--- src/rtl/gfx_irq_pkg.sv ---
package gfx_irq_pkg;
  localparam int NSRC   = 3;
  localparam int ADDR_W = 3;
  localparam int DATA_W = 32;

  localparam logic [ADDR_W-1:0] ADR_STATUS    = 3'd0;
  localparam logic [ADDR_W-1:0] ADR_EN_SET    = 3'd1;
  localparam logic [ADDR_W-1:0] ADR_EN_CLR    = 3'd2;
  localparam logic [ADDR_W-1:0] ADR_POOL_BASE = 3'd3;
  localparam logic [ADDR_W-1:0] ADR_POOL_SIZE = 3'd4;

  typedef enum int {
    SRC_OOM   = 0,
    SRC_FLUSH = 1,
    SRC_FRAME = 2
  } src_e;
endpackage

--- src/rtl/gfx_irq_status.sv ---
module gfx_irq_status #(
  parameter int N = 3
) (
  input  logic         clk_i,
  input  logic         rst_ni,
  input  logic [N-1:0] set_i,
  input  logic [N-1:0] clr_i,
  output logic [N-1:0] stat_o
);
  for (genvar i = 0; i < N; i++) begin : g_bit
    logic q;
    // set beats clear when both arrive together
    always_ff @(posedge clk_i or negedge rst_ni) begin
      if (!rst_ni) q <= 1'b0;
      else         q <= set_i[i] | (q & ~clr_i[i]);
    end
    assign stat_o[i] = q;

    assert_evt_wins_R10: assert property (@(posedge clk_i) disable iff (!rst_ni)
      set_i[i] |=> stat_o[i]);
    assert_stays_clear_R5: assert property (@(posedge clk_i) disable iff (!rst_ni)
      (!stat_o[i] && !set_i[i]) |=> !stat_o[i]);
    assert_w1c_R1: assert property (@(posedge clk_i) disable iff (!rst_ni)
      (stat_o[i] && clr_i[i] && !set_i[i]) |=> !stat_o[i]);
  end
endmodule

--- src/rtl/gfx_irq_mask.sv ---
module gfx_irq_mask #(
  parameter int N = 3
) (
  input  logic         clk_i,
  input  logic         rst_ni,
  input  logic [N-1:0] set_i,
  input  logic [N-1:0] clr_i,
  output logic [N-1:0] mask_o
);
  logic [N-1:0] mask_q;

  always_ff @(posedge clk_i or negedge rst_ni) begin
    if (!rst_ni) mask_q <= '0;
    else         mask_q <= (mask_q | set_i) & ~clr_i;
  end
  assign mask_o = mask_q;

  for (genvar i = 0; i < N; i++) begin : g_chk
    assert_set_R2: assert property (@(posedge clk_i) disable iff (!rst_ni)
      (set_i[i] && !clr_i[i]) |=> mask_o[i]);
    assert_clr_R3: assert property (@(posedge clk_i) disable iff (!rst_ni)
      clr_i[i] |=> !mask_o[i]);
    assert_hold_R2: assert property (@(posedge clk_i) disable iff (!rst_ni)
      (!set_i[i] && !clr_i[i]) |=> $stable(mask_o[i]));
  end
endmodule

--- src/rtl/gfx_irq_pool.sv ---
module gfx_irq_pool #(
  parameter int W = 32
) (
  input  logic         clk_i,
  input  logic         rst_ni,
  input  logic         wr_base_i,
  input  logic         wr_size_i,
  input  logic [W-1:0] wdata_i,
  input  logic         spent_i,
  output logic [W-1:0] base_o,
  output logic [W-1:0] size_o,
  output logic         starved_o
);
  logic [W-1:0] base_q, size_q;
  logic         armed_q, starved_q;

  always_ff @(posedge clk_i or negedge rst_ni) begin
    if (!rst_ni) begin
      base_q    <= '0;
      size_q    <= '0;
      armed_q   <= 1'b0;
      starved_q <= 1'b1;
    end else begin
      if (wr_base_i) begin
        base_q  <= wdata_i;
        armed_q <= 1'b1;
      end
      if (wr_size_i) begin
        size_q  <= wdata_i;
        armed_q <= 1'b0;
        if (armed_q && (wdata_i != '0)) starved_q <= 1'b0;
      end
      // spent pulse overrides any fill on the same edge
      if (spent_i) begin
        armed_q   <= 1'b0;
        starved_q <= 1'b1;
      end
    end
  end

  assign base_o    = base_q;
  assign size_o    = size_q;
  assign starved_o = starved_q;

  assert_fill_R7: assert property (@(posedge clk_i) disable iff (!rst_ni)
    (wr_size_i && armed_q && (wdata_i != '0) && !spent_i) |=> !starved_o);
  assert_hold_R7: assert property (@(posedge clk_i) disable iff (!rst_ni)
    (starved_o && !wr_size_i) |=> starved_o);
  assert_spent_R7: assert property (@(posedge clk_i) disable iff (!rst_ni)
    spent_i |=> starved_o);
endmodule

--- src/rtl/gfx_irq_ctrl.sv ---
module gfx_irq_ctrl
  import gfx_irq_pkg::*;
(
  input  logic              clk_i,
  input  logic              rst_ni,
  input  logic              wr_en_i,
  input  logic              rd_en_i,
  input  logic [ADDR_W-1:0] addr_i,
  input  logic [DATA_W-1:0] wdata_i,
  output logic [DATA_W-1:0] rdata_o,
  input  logic              flush_done_i,
  input  logic              frame_done_i,
  input  logic              pool_spent_i,
  output logic [DATA_W-1:0] pool_base_o,
  output logic [DATA_W-1:0] pool_size_o,
  output logic              pool_ok_o,
  output logic              irq_o
);
  localparam int PAD_W = DATA_W - NSRC;

  logic [NSRC-1:0] stat, mask, stat_set, stat_clr, en_set, en_clr;
  logic            starved, irq_q;
  logic            wr_stat, wr_set, wr_clr, wr_base, wr_size;

  assign wr_stat = wr_en_i && (addr_i == ADR_STATUS);
  assign wr_set  = wr_en_i && (addr_i == ADR_EN_SET);
  assign wr_clr  = wr_en_i && (addr_i == ADR_EN_CLR);
  assign wr_base = wr_en_i && (addr_i == ADR_POOL_BASE);
  assign wr_size = wr_en_i && (addr_i == ADR_POOL_SIZE);

  assign stat_clr = wr_stat ? wdata_i[NSRC-1:0] : '0;
  assign en_set   = wr_set  ? wdata_i[NSRC-1:0] : '0;
  assign en_clr   = wr_clr  ? wdata_i[NSRC-1:0] : '0;

  // out-of-memory is fed as a level, the other two as pulses
  always_comb begin
    stat_set            = '0;
    stat_set[SRC_OOM]   = starved;
    stat_set[SRC_FLUSH] = flush_done_i;
    stat_set[SRC_FRAME] = frame_done_i;
  end

  gfx_irq_status #(.N(NSRC)) u_status (
    .clk_i, .rst_ni, .set_i(stat_set), .clr_i(stat_clr), .stat_o(stat));

  gfx_irq_mask #(.N(NSRC)) u_mask (
    .clk_i, .rst_ni, .set_i(en_set), .clr_i(en_clr), .mask_o(mask));

  gfx_irq_pool #(.W(DATA_W)) u_pool (
    .clk_i, .rst_ni, .wr_base_i(wr_base), .wr_size_i(wr_size),
    .wdata_i, .spent_i(pool_spent_i), .base_o(pool_base_o),
    .size_o(pool_size_o), .starved_o(starved));

  always_ff @(posedge clk_i or negedge rst_ni) begin
    if (!rst_ni) irq_q <= 1'b0;
    else         irq_q <= |(stat & mask);
  end
  assign irq_o     = irq_q;
  assign pool_ok_o = ~starved;

  always_comb begin
    rdata_o = '0;
    if (rd_en_i) begin
      unique case (addr_i)
        ADR_STATUS:             rdata_o = {{PAD_W{1'b0}}, stat};
        ADR_EN_SET, ADR_EN_CLR: rdata_o = {{PAD_W{1'b0}}, mask};
        ADR_POOL_BASE:          rdata_o = pool_base_o;
        ADR_POOL_SIZE:          rdata_o = pool_size_o;
        default:                rdata_o = '0;
      endcase
    end
  end

  assert_oom_level_R6: assert property (@(posedge clk_i) disable iff (!rst_ni)
    starved |=> stat[SRC_OOM]);
  assert_irq_quiet_R8: assert property (@(posedge clk_i) disable iff (!rst_ni)
    ((stat & mask) == '0) |=> !irq_o);
  assert_irq_fire_R8: assert property (@(posedge clk_i) disable iff (!rst_ni)
    ((stat & mask) != '0) |=> irq_o);
  assert_rd_idle_R12: assert property (@(posedge clk_i) disable iff (!rst_ni)
    !rd_en_i |-> (rdata_o == '0));
endmodule

--- config.mk ---
export PLATFORM = sky130hd
export DESIGN_NAME = gfx_irq_ctrl
export DESIGN_NICKNAME = d
export VERILOG_FILES = /design/src/rtl/gfx_irq_pkg.sv /design/src/rtl/gfx_irq_status.sv /design/src/rtl/gfx_irq_mask.sv /design/src/rtl/gfx_irq_pool.sv /design/src/rtl/gfx_irq_ctrl.sv
export SDC_FILE = /design/constraint.sdc
export NUM_CORES = 1
export LEC_CHECK = 0
export BUFFER_PORTS_ARGS = -buffer_cell sky130_fd_sc_hd__buf_2
export CORE_ASPECT_RATIO = 0.8
export CORE_MARGIN = 2
export CORE_UTILIZATION = 43
export CTS_CLUSTER_SIZE = 10
export DETAILED_ROUTE_END_ITERATION = 16
export PLACE_DENSITY = 0.76
export RECOVER_POWER = 50
export REMOVE_ABC_BUFFERS = 1
export SLEW_MARGIN = 10
export SYNTH_ARGS = -nofsm -noshare
export SYNTH_HDL_FRONTEND = slang
export SYNTH_SLANG_ARGS = --single-unit
--- constraint.sdc ---
create_clock -name clk_i -period 1.55 [get_ports clk_i]
set_clock_uncertainty 0.2 [all_clocks]
set_input_delay 0.0775 -clock clk_i [delete_from_list [all_inputs] [get_ports clk_i]]
set_output_delay 0.0775 -clock clk_i [all_outputs]
set_load 0.05 [all_outputs]
# [After elaboration in Yosys (flattened, before gate mapping)]
# Cells that the tools add are included.
[totals] output_inout_bits=98 wordCells=52 regBits=73
[classes] reduce_logical=14 mux=11 n_eq_ne=4 n_bitwise=14
[op_table] op="case mux 32 bit (4 select lines)" n=1
[op_table] op="two-way mux 32 bit" n=1
[op_table] op="nonzero test 32 bit" n=1
[op_table] op="two-way mux 3 bit" n=3
[op_table] op="AND 3 bit" n=2
[op_table] op="equality test 3 x 2 -> 1 bit (second input constant)" n=2
[op_table] op="logical AND 1 bit" n=6
[op_table] op="two-way mux 1 bit" n=6
[op_table] op="inverter 1 bit" n=4
[op_table] op="nonzero test 2 bit" n=2
[op_table] op="AND 1 bit" n=3
[op_table] op="equality test 3 x 1 -> 1 bit (second input constant)" n=1
[op_table] op="equality test 3 bit (second input constant)" n=1
[op_table] op="logical NOT 3 bit" n=1
[op_table] op="inverter 3 bit" n=1
[op_table] op="OR 1 bit" n=3
[op_table] op="OR 3 bit" n=1
[op_table] op="nonzero test 3 bit" n=1
[op_table] op="OR reduction 3 bit" n=1
[op_table] op="AND reduction 2 bit" n=1
[op_table] op="OR reduction 2 bit" n=1

# [Logic depth before layout (Yosys ltp)]
[logic_depth] ltp_word=6 ltp_mapped=6

# [Modules after synthesis]
# Synthesis repeated with hierarchy kept, for this count alone.
[unflattened] cells_unflattened=281 hier_area_um2=3737.3
[modules_own_cells] mod="gfx_irq_pool" n_inst=1 cells_per_inst=154 area_per_inst_um2=2566.2
[modules_own_cells] mod="gfx_irq_ctrl" n_inst=1 cells_per_inst=109 area_per_inst_um2=934.6
[modules_own_cells] mod="gfx_irq_status" n_inst=1 cells_per_inst=12 area_per_inst_um2=131.4
[modules_own_cells] mod="gfx_irq_mask" n_inst=1 cells_per_inst=6 area_per_inst_um2=105.1

# [Worst setup path after synthesis]
# OpenSTA, ideal clock, no wires.
[synth_timing] kind="reg2out" startpoint="register u_pool.base_q[0], in the netlist u_pool.base_o[0]" endpoint="output rdata_o[0]" required_ns=1.272 arrival_ns=1.821 path_stages_with_launch=4 setup_slack_ns=-0.548 path_cell_list="dfrtp_1 mux2i_1 a211o_1 a21oi_1"
[synth_via] elab_chain_cells=2
[synth_lines] element="start: declaration" line_no="gfx_irq_pool.sv:14" source="logic [W-1:0] base_q, size_q;"
[synth_lines] element="start signal: assignment" line_no="gfx_irq_pool.sv:25" source="base_q <= wdata_i;"
[synth_lines] element="case mux 32 bit (4 select lines)" line_no="gfx_irq_ctrl.sv:64" source="unique case (addr_i)"
[synth_lines] element="two-way mux 32 bit" line_no="gfx_irq_ctrl.sv:63" source="if (rd_en_i) begin"
[synth_lines] element="end: declaration" line_no="gfx_irq_ctrl.sv:10" source="output logic [DATA_W-1:0] rdata_o,"
# Every way passes these cells.

# [Worst setup path after layout]
[layout_timing] startpoint="input wdata_i[11]" endpoint="register u_pool.starved_q, in the netlist u_pool.starved_o"
[layout_via] elab_chain_cells=4
[layout_lines] element="start: declaration" line_no="gfx_irq_ctrl.sv:9" source="input logic [DATA_W-1:0] wdata_i,"
[layout_lines] element="nonzero test 32 bit" line_no="gfx_irq_pool.sv:31" source="if (armed_q && (wdata_i != '0)) starved_q <= 1'b0;"
[layout_lines] element="logical AND 1 bit" line_no="gfx_irq_pool.sv:31"
[layout_lines] element="nonzero test 2 bit (no line)"
[layout_lines] element="AND reduction 2 bit (no line)"
[layout_lines] element="end signal: assignment" line_no="gfx_irq_pool.sv:22" source="starved_q <= 1'b1;"
[layout_lines] element="end signal: assignment" line_no="gfx_irq_pool.sv:31"
[layout_lines] element="end signal: assignment" line_no="gfx_irq_pool.sv:36" source="starved_q <= 1'b1;"
[layout_lines] element="end: declaration" line_no="gfx_irq_pool.sv:15" source="logic armed_q, starved_q;"
# Every way passes these cells.
# A chain may end at the register's enable or synchronous reset.

==> key figures <==
STA
  • Hold slack: -0.215 ns
  • Fin worst setup slack: -0.223 ns
  • Max-slew headroom: 0.606
  • Fin. Hold Viols: 5
  • Setup TNS: -0.581 ns
  • Tcrit/Tclk final: 1.14
  • RSZ-0062 raised after global routing: yes
  • Final min period: ~1.8 ns
  • Final setup fails: 4
  • Slew Viols, Final: 0
  • Slew @ Worst Pin: ~0.59 ns
  • Fmax: around 560 MHz

Synthesis
  • Most common flop cell mapped by yosys: dfrtp_1
  • Post-Synth Simple-Gate Area: 0.0950
  • Number of flops mapped to enable cells by yosys: 0
  • Biggest area consumer among synthesized cells: dfrtp_1
  • Synth Area in Compound Gates: 0.110
  • Main combinational cell family by area after synthesis: multiplexers
  • Cells after synthesis: about 280
  • Mux contribution to synthesized area: 0.221
  • Number of distinct library cells after synthesis: 31
  • Top-count cell post-synth: dfrtp_1
  • Post-synth ARST share: 1.00
  • Synth top area share: 0.537
  • XOR/XNOR Fraction of Synth Area: 0.00261
  • Post-synthesis sequential area ratio: 0.544
  • Syn Area/Cell: around 12 um2
  • Yosys warns: 0
  • Register bit total from synthesis: 73
  • Post-synth top cells: dfrtp_1 (72), mux2_2 (61), nor2_1 (34), a22oi_1 (29), nand2_1 (12)
  • Largest cells by area after synthesis: dfrtp_1 (54%), mux2_2 (20%), a22oi_1 (6.5%), nor2_1 (3.8%), a21oi_1 (1.5%)
  • Post-Syn Area: roughly 3400 um2
  • Adder-cell share of the synthesized area: 0

Power and ir drop
  • Worst IR drop on VDD: 920 uV
  • Comb power frac: 0.404
  • Net switching power: about 3.0 mW
  • Seq pwr share: 0.382
  • Power per Cell Area: 1310 nW/um2
  • Clk network pwr share: 0.214
  • Internal power: approximately 3.9 mW
  • Leakage: between 2 and 2.5 nW
  • Sw Share: 0.433

Route
  • Mean number of vias per cell: between 5 and 6
  • Final wirelength: 10300 um
  • Wire per inst: 17.1 um
  • First-iteration detailed-routing DRC count: roughly 130
  • Detail Route Antenna Nets: 0
  • DRC Markers: 0
  • TritonRoute pass-1 iters: 4
  • Vias: about 3.2k

Run
  • Max-Cap Viols: 0

Finish
  • Non-Filler Instances: ~600
  • Util after Layout: 0.694
  • Area growth syn-to-layout: 54.9%
  • Nets: around 530
  • Share of layout cells above drive strength 1: 0.539

Setup path
  • Critical Path RT: 1.63 ns
  • Cells along the critical path: buf_2 > dlygate4sd3_1 > or4_1 > or4_1 > o21ai_1
  • Most used cell, CP: or4_1
  • Crit Path Max Fanout: 3
  • Worst reg2reg startpoint: u_pool.starved_o$_DFFE_PN1P_
  • CP Launch Type: input pin
  • Critical setup path kind: in -> reg
  • CP peak stage delay: 0.57 ns
  • Crit path DAT: around 1.9 ns
  • Critical Path Source: wdata_i[11]
  • Critical Path Sink Type: flip-flop
  • Critical path's slowest cell: dlygate4sd3_1

Die
  • Number of top-level pins: 140
  • Die area: 8540 um2
  • Initial Utilization: 0.448
  • Die height: 83.0 um
  • Row count: 28
  • Core ar.: 7500 um2
  • Die Width: 103 um

Clock network
  • Cts bufs inserted: 9
  • CTS H-tree lvls: 3
  • Longest Clk Path Bufs: 2
  • Clock Latency Late Sink: about 0.34 ns
  • Clk root buf: clkbuf_8
  • Clock Sink Count: 73
  • Reg clk slew, reported paths: approximately 0.07 ns
  • TritonCTS clock tree: yes

Global route
  • First-pass GRT wire length: 16100 um
  • Initial antenna violation count: 0
  • All-Layer GR Usage: 0.243
  • Congestion Overflow GR: 0
  • Vias in the first global route: 3153
  • Largest net degree at the start of global routing: 35

Run status
  • Failing checks: hold timing, setup timing
  • Status: finished, violations left

Worst hold path
  • Hold crit path type: in -> reg
  • Min-Delay Startpoint: wdata_i[7]

Placement
  • DP HPWL: ~6500 um
  • Cells after DPL: around 540
  • Final Wtd Congestion: around 0.85
  • Count of input and output buffers: approximately 140
==> per-stage QoR <==
stage	setup slack [ns]	power (mW)	hold slack [ns]	area (um2)
after global routing	-0.257	7.10	-0.216	5200
final	-0.223	6.81	-0.215	5200
after detailed placement	-0.271	5.23	-0.178	4440
after global placement	-0.322	5.18	-0.180	4440
after floorplan	-1.33	4.45	-0.418	3270
after CTS	-0.210	6.79	-0.240	5070
==> power by group through the flow <==
stage	Combinational, mW	Sequential, mW	Clock, mW
floorplan	0.567	3.88	0
detailed placement	2.62	2.61	0
CTS	2.72	2.58	1.49
global route	2.87	2.65	1.57
finish	2.75	2.60	1.46
global placement	2.59	2.59	0
==> per-layer routing <==
layer,up-vias,track usage,wire length [um]
li1,1450,-,-
met1,1562,0.315,4270
met2,164,0.404,5070
met3,14,0.0522,772
met4,0,0.0801,176
met5,-,0,0
==> flip-flops by register name (all words and copies together) (netlist names) <==
register and count:
irq_o 1, u_mask.mask_o 3, u_pool.armed_q 1, u_pool.base_o 32, u_pool.size_o 32, u_pool.starved_o 1, u_status.g_bit.q 3
==> cell families (layout without fill, tap and decap cells) <==
logic type,count (synthesis),after routing
compound gates,53,53
xor+xnor,1,1
buf+inv,21,236
flops,73,73
mux,66,66
other cells,0,1
simple gates,68,68
==> critical path, delay by kind of cell <==
family / cells / cell delay, ns
and+or+nand+nor: 2 / 0.98
buffers and inverters: 2 / 0.67
AOI/OAI and AO/OA: 1 / 0.13
==> placed cells by master (no fill, tap or decap), drive strengths merged, types with 2 or more instances in the layout <==
cell / n
buf: 116
clkbuf: 79
dfrtp: 72
mux2: 64
dlygate4sd3: 36
nor2: 34
a22oi: 29
nand2: 13
a21oi: 10
nand3: 5
nor4: 5
a211oi: 3
a21o: 3
o21ai: 3
nor2b: 3
mux2i: 2
a211o: 2
inv: 2
or4: 2
clkinv: 2
nor3: 2
==> final timing paths <==
kind                       depth (start not counted)                            to  slack [ns]
hold / removal                                     2  u_pool.size_o[7]$_DFFE_PN0P_       -0.22
hold reg to reg                                    1  u_pool.size_o[2]$_DFFE_PN0P_        0.34
setup reg to reg                                   4  u_pool.starved_o$_DFFE_PN1P_       -0.13
setup / recovery                                   5  u_pool.starved_o$_DFFE_PN1P_       -0.22
min in group asynchronous                          3  u_pool.size_o[7]$_DFFE_PN0P_        0.55
max in group asynchronous                          4  u_pool.base_o[1]$_DFFE_PN0P_        0.06
==> area by class of cell <==
| cell class | count | area (um2) |
|---|---|---|
| Fill cell | 565 | 2300 |
| Sequential cell | 73 | 1830 |
| Timing Repair Buffer | 218 | 1550 |
| Multi-Input combinational cell | 188 | 1490 |
| Clock buffer | 13 | 149 |
| Tap cell | 105 | 131 |
| Clock inverter | 3 | 40.0 |
| Inverter | 2 | 7.51 |
| Antenna cell | 1 | 2.50 |
==> repair_timing <==
action / in CTS / in global routing
buffers inserted: 6 / 3
resized for setup: 14 / 38
hold buffers: 35 / 1
pin swaps: 9 / 4
endpoints found under the hold margin: 145 / 7
endpoints found under the setup margin: 24 / 44
No activity file was read; power rests on OpenSTA's default activity.
